--- src/rtl/alias_status_pkg.sv ---
`timescale 1ns/1ps
package alias_status_pkg;
    // Update applied to the stored word in one cycle
    typedef enum logic [1:0] {
        UPD_NONE = 2'd0,
        UPD_LOAD = 2'd1,
        UPD_ALT  = 2'd2,
        UPD_OR   = 2'd3
    } upd_op_e;

    // Behaviour of the second alias offset
    localparam int unsigned VARIANT_AND_OR = 0;
    localparam int unsigned VARIANT_CLR_OR = 1;
endpackage

--- src/rtl/alias_decode.sv ---
`timescale 1ns/1ps
module alias_decode #(
    parameter int unsigned ADDR_W   = 64,
    parameter int unsigned BASE_OFF = 'h4020
) (
    input  logic [ADDR_W-1:0] addr,
    output logic              aligned,
    output logic              hit_base,
    output logic              hit_alt,
    output logic              hit_or
);
    localparam int unsigned WORD_W = ADDR_W - 3;
    localparam int unsigned N_OFF  = 3;

    logic [WORD_W-1:0] word_off;
    logic [N_OFF-1:0]  hit;

    assign word_off = addr[ADDR_W-1:3];
    assign aligned  = (addr[2:0] == 3'b000);

    for (genvar i = 0; i < N_OFF; i++) begin : g_match
        assign hit[i] = aligned && (word_off == WORD_W'(BASE_OFF + i));
    end

    assign hit_base = hit[0];
    assign hit_alt  = hit[1];
    assign hit_or   = hit[2];
endmodule

--- src/rtl/alias_update.sv ---
`timescale 1ns/1ps
module alias_update
    import alias_status_pkg::*;
#(
    parameter int unsigned DATA_W  = 64,
    parameter int unsigned KEEP_W  = 16,
    parameter int unsigned VARIANT = VARIANT_AND_OR
) (
    input  upd_op_e           op,
    input  logic [DATA_W-1:0] cur,
    input  logic [DATA_W-1:0] wdata,
    output logic [DATA_W-1:0] nxt
);
    localparam int unsigned LOW_W = DATA_W - KEEP_W;
    localparam logic [DATA_W-1:0] KEEP_MASK = {{KEEP_W{1'b1}}, {LOW_W{1'b0}}};

    logic [DATA_W-1:0] alt_val;
    logic [DATA_W-1:0] raw;

    if (VARIANT == VARIANT_CLR_OR) begin : g_clear
        assign alt_val = '0;
    end else begin : g_and
        assign alt_val = cur & wdata;
    end

    always_comb begin
        case (op)
            UPD_LOAD: raw = wdata;
            UPD_ALT:  raw = alt_val;
            UPD_OR:   raw = cur | wdata;
            default:  raw = cur;
        endcase
        nxt = raw & KEEP_MASK;
    end
endmodule

--- src/rtl/alias_status_reg.sv ---
`timescale 1ns/1ps
module alias_status_reg
    import alias_status_pkg::*;
#(
    parameter int unsigned VARIANT = VARIANT_AND_OR,
    parameter int unsigned ADDR_W  = 64,
    parameter int unsigned DATA_W  = 64,
    parameter int unsigned KEEP_W  = 16,
    parameter int unsigned OFF_A   = 'h4020,
    parameter int unsigned OFF_B   = 'h6080
) (
    input  logic              clk,
    input  logic              rst_n,
    input  logic              req,
    input  logic              we,
    input  logic [ADDR_W-1:0] addr,
    input  logic [DATA_W-1:0] wdata,
    output logic [DATA_W-1:0] rdata,
    output logic              ack,
    output logic              irq
);
    localparam int unsigned BASE_OFF = (VARIANT == VARIANT_CLR_OR) ? OFF_B : OFF_A;

    typedef struct packed {
        logic [DATA_W-1:0] val;
        logic              irq;
        logic              ack;
        logic [DATA_W-1:0] rdata;
    } state_t;

    state_t            st_d, st_q;
    upd_op_e           op_d;
    logic              aligned_d, hit_base_d, hit_alt_d, hit_or_d;
    logic [DATA_W-1:0] val_upd_d;

    alias_decode #(
        .ADDR_W   (ADDR_W),
        .BASE_OFF (BASE_OFF)
    ) u_decode (
        .addr     (addr),
        .aligned  (aligned_d),
        .hit_base (hit_base_d),
        .hit_alt  (hit_alt_d),
        .hit_or   (hit_or_d)
    );

    alias_update #(
        .DATA_W  (DATA_W),
        .KEEP_W  (KEEP_W),
        .VARIANT (VARIANT)
    ) u_update (
        .op    (op_d),
        .cur   (st_q.val),
        .wdata (wdata),
        .nxt   (val_upd_d)
    );

    always_comb begin
        op_d = UPD_NONE;
        if (req && we && aligned_d) begin
            if (hit_base_d)     op_d = UPD_LOAD;
            else if (hit_alt_d) op_d = UPD_ALT;
            else if (hit_or_d)  op_d = UPD_OR;
        end

        st_d       = st_q;
        st_d.ack   = req;
        st_d.rdata = '0;
        if (req && !we && hit_base_d) begin
            st_d.rdata = st_q.val;
        end
        if (op_d != UPD_NONE) begin
            st_d.val = val_upd_d;
            st_d.irq = val_upd_d[DATA_W-1];
        end
    end

    always_ff @(posedge clk or negedge rst_n) begin
        if (!rst_n) begin
            st_q <= '0;
        end else begin
            st_q <= st_d;
        end
    end

    assign rdata = st_q.rdata;
    assign ack   = st_q.ack;
    assign irq   = st_q.irq;
endmodule

--- config.mk ---
export PLATFORM = sky130hd
export DESIGN_NAME = alias_status_reg
export DESIGN_NICKNAME = d
export VERILOG_FILES = /design/src/rtl/alias_status_pkg.sv /design/src/rtl/alias_decode.sv /design/src/rtl/alias_update.sv /design/src/rtl/alias_status_reg.sv
export SDC_FILE = /design/constraint.sdc
export NUM_CORES = 1
export LEC_CHECK = 0
export ABC_AREA = 1
export ABC_CLOCK_PERIOD_IN_PS = 800
export BUFFER_PORTS_ARGS = -buffer_cell sky130_fd_sc_hd__buf_2
export CAP_MARGIN = 20
export CORE_MARGIN = 4
export CORE_UTILIZATION = 39
export DETAILED_ROUTE_END_ITERATION = 8
export PLACE_DENSITY = 0.81
export SLEW_MARGIN = 20
export SYNTH_ARGS = -nofsm -noshare
export SYNTH_HDL_FRONTEND = slang
export SYNTH_SLANG_ARGS = --single-unit
--- constraint.sdc ---
create_clock -name clk -period 0.8 [get_ports clk]
set_input_delay 0.12 -clock clk [delete_from_list [all_inputs] [get_ports clk]]
set_output_delay 0.12 -clock clk [all_outputs]
set_load 0.05 [all_outputs]
==> metrics.md, run 1 <==
| Metric | Value |
|---|---|
| Status | `complete, but fails checks` |
| Failing checks | `setup timing` |
| Endpoints failing hold | `0` |
| Worst EP arrival | `1.35 ns` |
| CTS Buffer Depth | `2` |
| Ys Warns | `0` |
| Top fanout value on the critical path | `8` |
| Vias in the first global route | `2072` |
| Largest area contributor in the netlist | `dfrtp_1` |
| Leakage Power | `1.76 nW` |
| CTS H-Tree Depth | `2` |
| Startpoint Class | `input port` |
| Initial antenna violation count | `0` |
| Post-route DRC | `0` |
| Area grow syn2layout | `39.5%` |
| Std cell rows | `28` |
| Post-Syn Area | `2380 µm²` |
| Yosys top cell area share | `34.6%` |
| CTS Sinks | `33` |
| CP required | `0.97 ns` |
| Ys flop type | `dfrtp_1` |
| Max Cap Viol | `0` |
| Post-synth EDFFs | `0` |
| Met1 GRT Util | `17.8%` |
| Post-synth top cells | `buf_4 (66), nand2_1 (66), nor2_1 (52), inv_1 (36)` |
| DR WL/cell | `13.1 µm` |
| Clk Latency, worst-skew pair | `0.29 ns` |
| Root Buffer | `clkbuf_8` |
| Global-route wire length before repair | `9.10 mm` |
| Antenna Cells | `0` |
| WS Path Type | `input port to flip-flop` |
| Setup TNS | `-11.67 ns` |
| Hold WC Path Type | `input port to flip-flop` |
| GRT Util Overall | `15.1%` |
| Peak VDD IR | `1.12 mV` |
| Mean Syn Cell Area | `7.31 µm²` |
| Asr flop ratio synth | `100%` |
| Final period util | `148%` |
| Initial Util | `40.3%` |
| Die width | `86.2 µm` |
| Total number of vias | `2391` |
| Post-DRT Antenna Nets | `0` |
| RSZ-0062 raised after global routing | `yes` |
| Met2 usage | `27.3%` |
| CTS tree | `done` |
| Setup ws final | `-0.381 ns` |
| Synth unique cells | `22` |
| Full die area | `7430 µm²` |
| Post-DP HPWL | `4.32 mm` |
| Cell Pwr Density | `1270 nW/µm²` |
| GR peak layer | `met2` |
| Met3 GRT Util | `2.76%` |
| Die Span Y | `86.2 µm` |
| Vias/cell | `4.73` |
| Detailed Route WL | `6.64 mm` |
| Sequential-to-total area share from yosys stat | `34.6%` |
| GP Congestion | `0.731` |
| Yosys reg bits | `33` |
| Peak Freq | `847 MHz` |
| Layout Nets | `561` |
| Total CTS buffers | `5` |
| Max Slew Vio Count | `0` |
| GRT Residual Overflow | `0` |
| Worst setup EP type | `flip-flop` |
| Post-route minimum period | `1.18 ns` |
| Core area | `5920 µm²` |
| Pre-antenna DRT Iters | `5` |
| Largest net degree at the start of global routing | `34` |
| Final setup fails | `50` |
| Mapped Cells | `326` |
| Synth top area cells | `dfrtp_1 (35%), buf_4 (21%), nand2_1 (10%), nand4_1 (8.7%), nor2_1 (8.2%)` |
| Ports | `198` |
| IO Port Bufs | `101` |
| Finished Core Util | `56.2%` |
| Clock Skew | `0.00936 ns` |
| Share of cells above drive strength 1 | `37.7%` |
| Clock-pin slew on the worst setup and hold paths | `0.07 ns` |
| Drt initial violations | `367` |
stage by stage:
step	area [µm²]	instances	hold WS [ns]	worst slack (ns)	total power, mW
floorplan	2580	373	-0.176	-0.399	2.49
global placement	2730	482	0.0879	-0.663	2.57
detailed placement	2730	482	0.0904	-0.678	2.58
CTS	3130	499	0.0534	-0.312	4.19
global route	3330	505	0.0515	-0.460	4.38
finish	3330	505	0.0569	-0.381	4.21
state kept, by name, summed over array words and instances (netlist names):
signal / count
rdata: 16
ack: 1
st_q: 16
worst max-delay path, cell delays in order:
cell	delay [ns]
buf_6	0.09
or2_1	0.22
nor2_2	0.10
nand2_2	0.09
nor2_8	0.17
buf_6	0.13
clkbuf_16	0.14
nand4_1	0.12
nand3_1	0.11
nand2_1	0.06
layout make-up:
cell class	instances	area, µm²
Timing Repair Buffer	124	1010
Clock buffer	7	86.3
Clock inverter	1	30.0
Inverter	37	144
Fill cell	498	2590
Tap cell	75	93.8
Sequential cell	33	826
Multi-Input combinational cell	228	1130
what timing repair did:
action	CTS	global route
hold buffers	1	0
pin swaps	13	26
buffers inserted	6	1
endpoints found under the setup margin	50	50
resized for setup	52	17
endpoints found under the hold margin	33	0
gates cloned	2	5
layout by cell type, fill, tap and decap left out, drive strengths merged:
master	netlist	final
buf	75	118
nand2	67	67
nor2	55	55
conb	1	48
inv	36	36
nand4	34	35
dfrtp	33	33
nand3	19	19
clkbuf	1	12
or2	2	2
nand3b	1	1
nor3b	1	1
clkinv	1	1
bufinv	0	1
dlygate4sd3	0	1
power breakdown:
part	internal (mW)	leakage, nW	total (mW)	switching [mW]
clock	1.01	0.0585	1.62	0.601
sequential	1.67	0.459	1.67	0.00108
combinational	0.230	1.24	0.920	0.690
path summary, 6_finish.rpt:
path | cells past startpoint | slack (ns) | from | endpoint
setup reg to reg | 5 | -0.19 | st_q[129] | st_q[129]
hold / removal | 2 | 0.06 | req | ack
max in group asynchronous | 3 | 0.31 | rst_n | rdata[55]
hold reg to reg | 2 | 0.55 | st_q[128] | rdata[62]
min in group asynchronous | 3 | 0.31 | rst_n | st_q[129]
setup / recovery | 10 | -0.38 | addr[40] | st_q[118]
cells by family after synthesis:
| group | after synthesis | synth area share (%) |
|---|---|---|
| buffers and inverters | 113 | 29.6 |
| flip-flops | 33 | 34.6 |
| other | 1 | 0.157 |
| AND/OR/NAND/NOR | 179 | 35.6 |
routing by layer:
metal  wire length (µm)  up-vias
li1                   -     1121
met1               2200     1057
met2               3470      193
met3                815       20
met4                155        0
met5                  0        -
(Power assumes the default switching activity.)
==> run 2, diff against run 1 <==
--- a/config.mk
+++ b/config.mk
@@ -7,12 +7,11 @@
 export LEC_CHECK = 0
 export ABC_AREA = 1
 export ABC_CLOCK_PERIOD_IN_PS = 800
-export BUFFER_PORTS_ARGS = -buffer_cell sky130_fd_sc_hd__buf_2
 export CAP_MARGIN = 20
 export CORE_MARGIN = 4
-export CORE_UTILIZATION = 39
+export CORE_UTILIZATION = 40
 export DETAILED_ROUTE_END_ITERATION = 8
-export PLACE_DENSITY = 0.81
+export DONT_BUFFER_PORTS = 1
 export SLEW_MARGIN = 20
 export SYNTH_ARGS = -nofsm -noshare
 export SYNTH_HDL_FRONTEND = slang
==> metrics.md, run 2 (synthesized netlist as in run 1, its figures left out) <==
| Metric | Value |
|---|---|
| Peak Freq | `951 MHz` |
| Post-route DRC | `0` |
| RSZ-0062 raised after global routing | `yes` |
| Full die area | `7260 µm²` |
| Initial Util | `42.2%` |
| Status | `complete, but fails checks` |
| Startpoint Class | `input port` |
| GRT Util Overall | `14.2%` |
| Total CTS buffers | `5` |
| GP Congestion | `0.777` |
| Finished Core Util | `53.9%` |
| Clock network power share | `34.0%` |
| Commonest cells after routing, fill and taps aside | `nand2_1 (64), conb_1 (48), inv_1 (36)` |
| Hold slack | `-0.476 ns` |
| Largest net degree at the start of global routing | `34` |
| CTS H-Tree Depth | `2` |
| Antenna Cells | `0` |
| Final Cell Area | `3040 µm²` |
| Comb pwr share | `18.9%` |
| Cell Pwr Density | `1170 nW/µm²` |
| Max Slew Vio Count | `0` |
| Drt initial violations | `148` |
| Overall Power | `3.55 mW` |
| Commonest non-fill, non-tap cell in the layout | `nand2_1` |
| Sequential share of power | `47.2%` |
| Reg2Reg Setup Slack | `-0.13 ns` |
| Leakage Power | `1.43 nW` |
| Post-DP HPWL | `3.86 mm` |
| Endpoints failing hold | `33` |
| Die Span Y | `85.2 µm` |
| Initial antenna violation count | `0` |
| CTS Hold Bufs | `1` |
| Core area | `5640 µm²` |
| Clock Skew | `0.00505 ns` |
| Detailed Route WL | `6.16 mm` |
| Register area | `827 µm²` |
| Fill cells | `485` |
| DR WL/cell | `14.8 µm` |
| CTS Sinks | `33` |
| Switching power | `1.20 mW` |
| Layout Nets | `476` |
| Area grow syn2layout | `27.6%` |
| Multi-input logic area | `1230 µm²` |
| Post-route minimum period | `1.05 ns` |
| CTS Buffer Depth | `2` |
| Placed Area | `2560 µm²` |
| Total number of vias | `2022` |
| Final setup fails | `50` |
| CTS tree | `done` |
| Peak VDD IR | `0.548 mV` |
| Failing checks | `hold timing, setup timing` |
| Share of cells above drive strength 1 | `27.8%` |
| Switching Fraction | `33.7%` |
| Vias/cell | `4.85` |
| Post-DRT Antenna Nets | `0` |
| GRT Residual Overflow | `0` |
| Setup ws final | `-0.252 ns` |
| Global-route wire length before repair | `8.19 mm` |
| Clk Latency, worst-skew pair | `0.29 ns` |
| Vias in the first global route | `1770` |
| Worst EP arrival | `1.23 ns` |
| Root Buffer | `clkbuf_8` |
| Std cell rows | `27` |
| Die width | `85.2 µm` |
| Final period util | `131%` |
| CP required | `0.98 ns` |
| Top fanout value on the critical path | `8` |
| IO Port Bufs | `0` |
| Ports | `198` |
| Pre-antenna DRT Iters | `4` |
| Worst setup EP type | `flip-flop` |
| Pint | `2.35 mW` |
| WS Path Type | `input port to flip-flop` |
| Clock-pin slew on the worst setup and hold paths | `0.07 ns` |
| Max Cap Viol | `0` |
| Hold WC Path Type | `input port to async pin` |
[run 2: cell types whose count changed in the layout (fill, tap and decap cells not counted), sizes merged]
cell    previous run  this run
buf              118        35
clkbuf            12         9
clkinv             1         3
bufinv             1         0
[run 2: timing repair]
action / CTS / global route
hold endpoints to repair: 34 / 33
buffers inserted: 5 / 5
gates resized for setup: 28 / 26
gates cloned: 1 / 4
pin swaps: 30 / 25
setup endpoints to repair: 50 / 50
[run 2: cell type report]
type,instances,area share (%)
Inverter,37,4.73
Clock buffer,6,2.39
Timing Repair Buffer,39,21.9
Sequential cell,33,27.2
Multi-Input combinational cell,228,40.5
Tap cell,72,2.96
Clock inverter,2,0.329
[run 2: worst max-delay path, stage by stage]
cell	delay, ns
nor2_4	0.08
nand3_2	0.07
nor2_1	0.10
nand2_1	0.09
nor2_4	0.20
buf_6	0.15
clkbuf_16	0.15
nand4_1	0.11
nand3_2	0.10
nand2_1	0.05
[run 2: power groups by stage]
stage | Sequential [mW] | Combinational (mW) | Clock [mW]
global route | 1.67 | 0.706 | 1.31
detailed placement | 1.70 | 0.633 | 0
floorplan | 1.71 | 0.773 | 0
CTS | 1.67 | 0.654 | 1.19
finish | 1.67 | 0.670 | 1.20
global placement | 1.70 | 0.627 | 0
[run 2: routing by layer]
| layer | vias to the layer above | share of wire, % | track usage, % | wire (µm) |
|---|---|---|---|---|
| met2 | 128 | 55 | 24.8 | 3410 |
| met5 | - | 0 | 0 | 0 |
| met4 | 0 | 0.41 | 4.17 | 25 |
| met1 | 938 | 36 | 17.3 | 2230 |
| met3 | 4 | 7.9 | 3.20 | 486 |
| li1 | 952 | - | - | - |
[run 2: final timing paths]
path | from | to | cells past startpoint
max | addr[9] | st_q[117] | 10
max reg2reg | st_q[129] | st_q[129] | 5
min in group clk | wdata[59] | st_q[125] | 4
min | rst_n | st_q[127] | 0
min reg2reg | st_q[128] | rdata[62] | 2
max in group asynchronous | rst_n | st_q[129] | 0
[run 2: metrics by stage]
stage	worst slack, ns	setup TNS, ns	hold WS (ns)	std cells
after floorplan	-0.399	-10.09	-0.176	373
after global placement	-0.553	-16.60	-0.175	393
after detailed placement	-0.584	-17.32	-0.175	393
after CTS	-0.221	-8.47	-0.476	408
after global routing	-0.361	-11.15	-0.493	417
final	-0.252	-8.03	-0.476	417
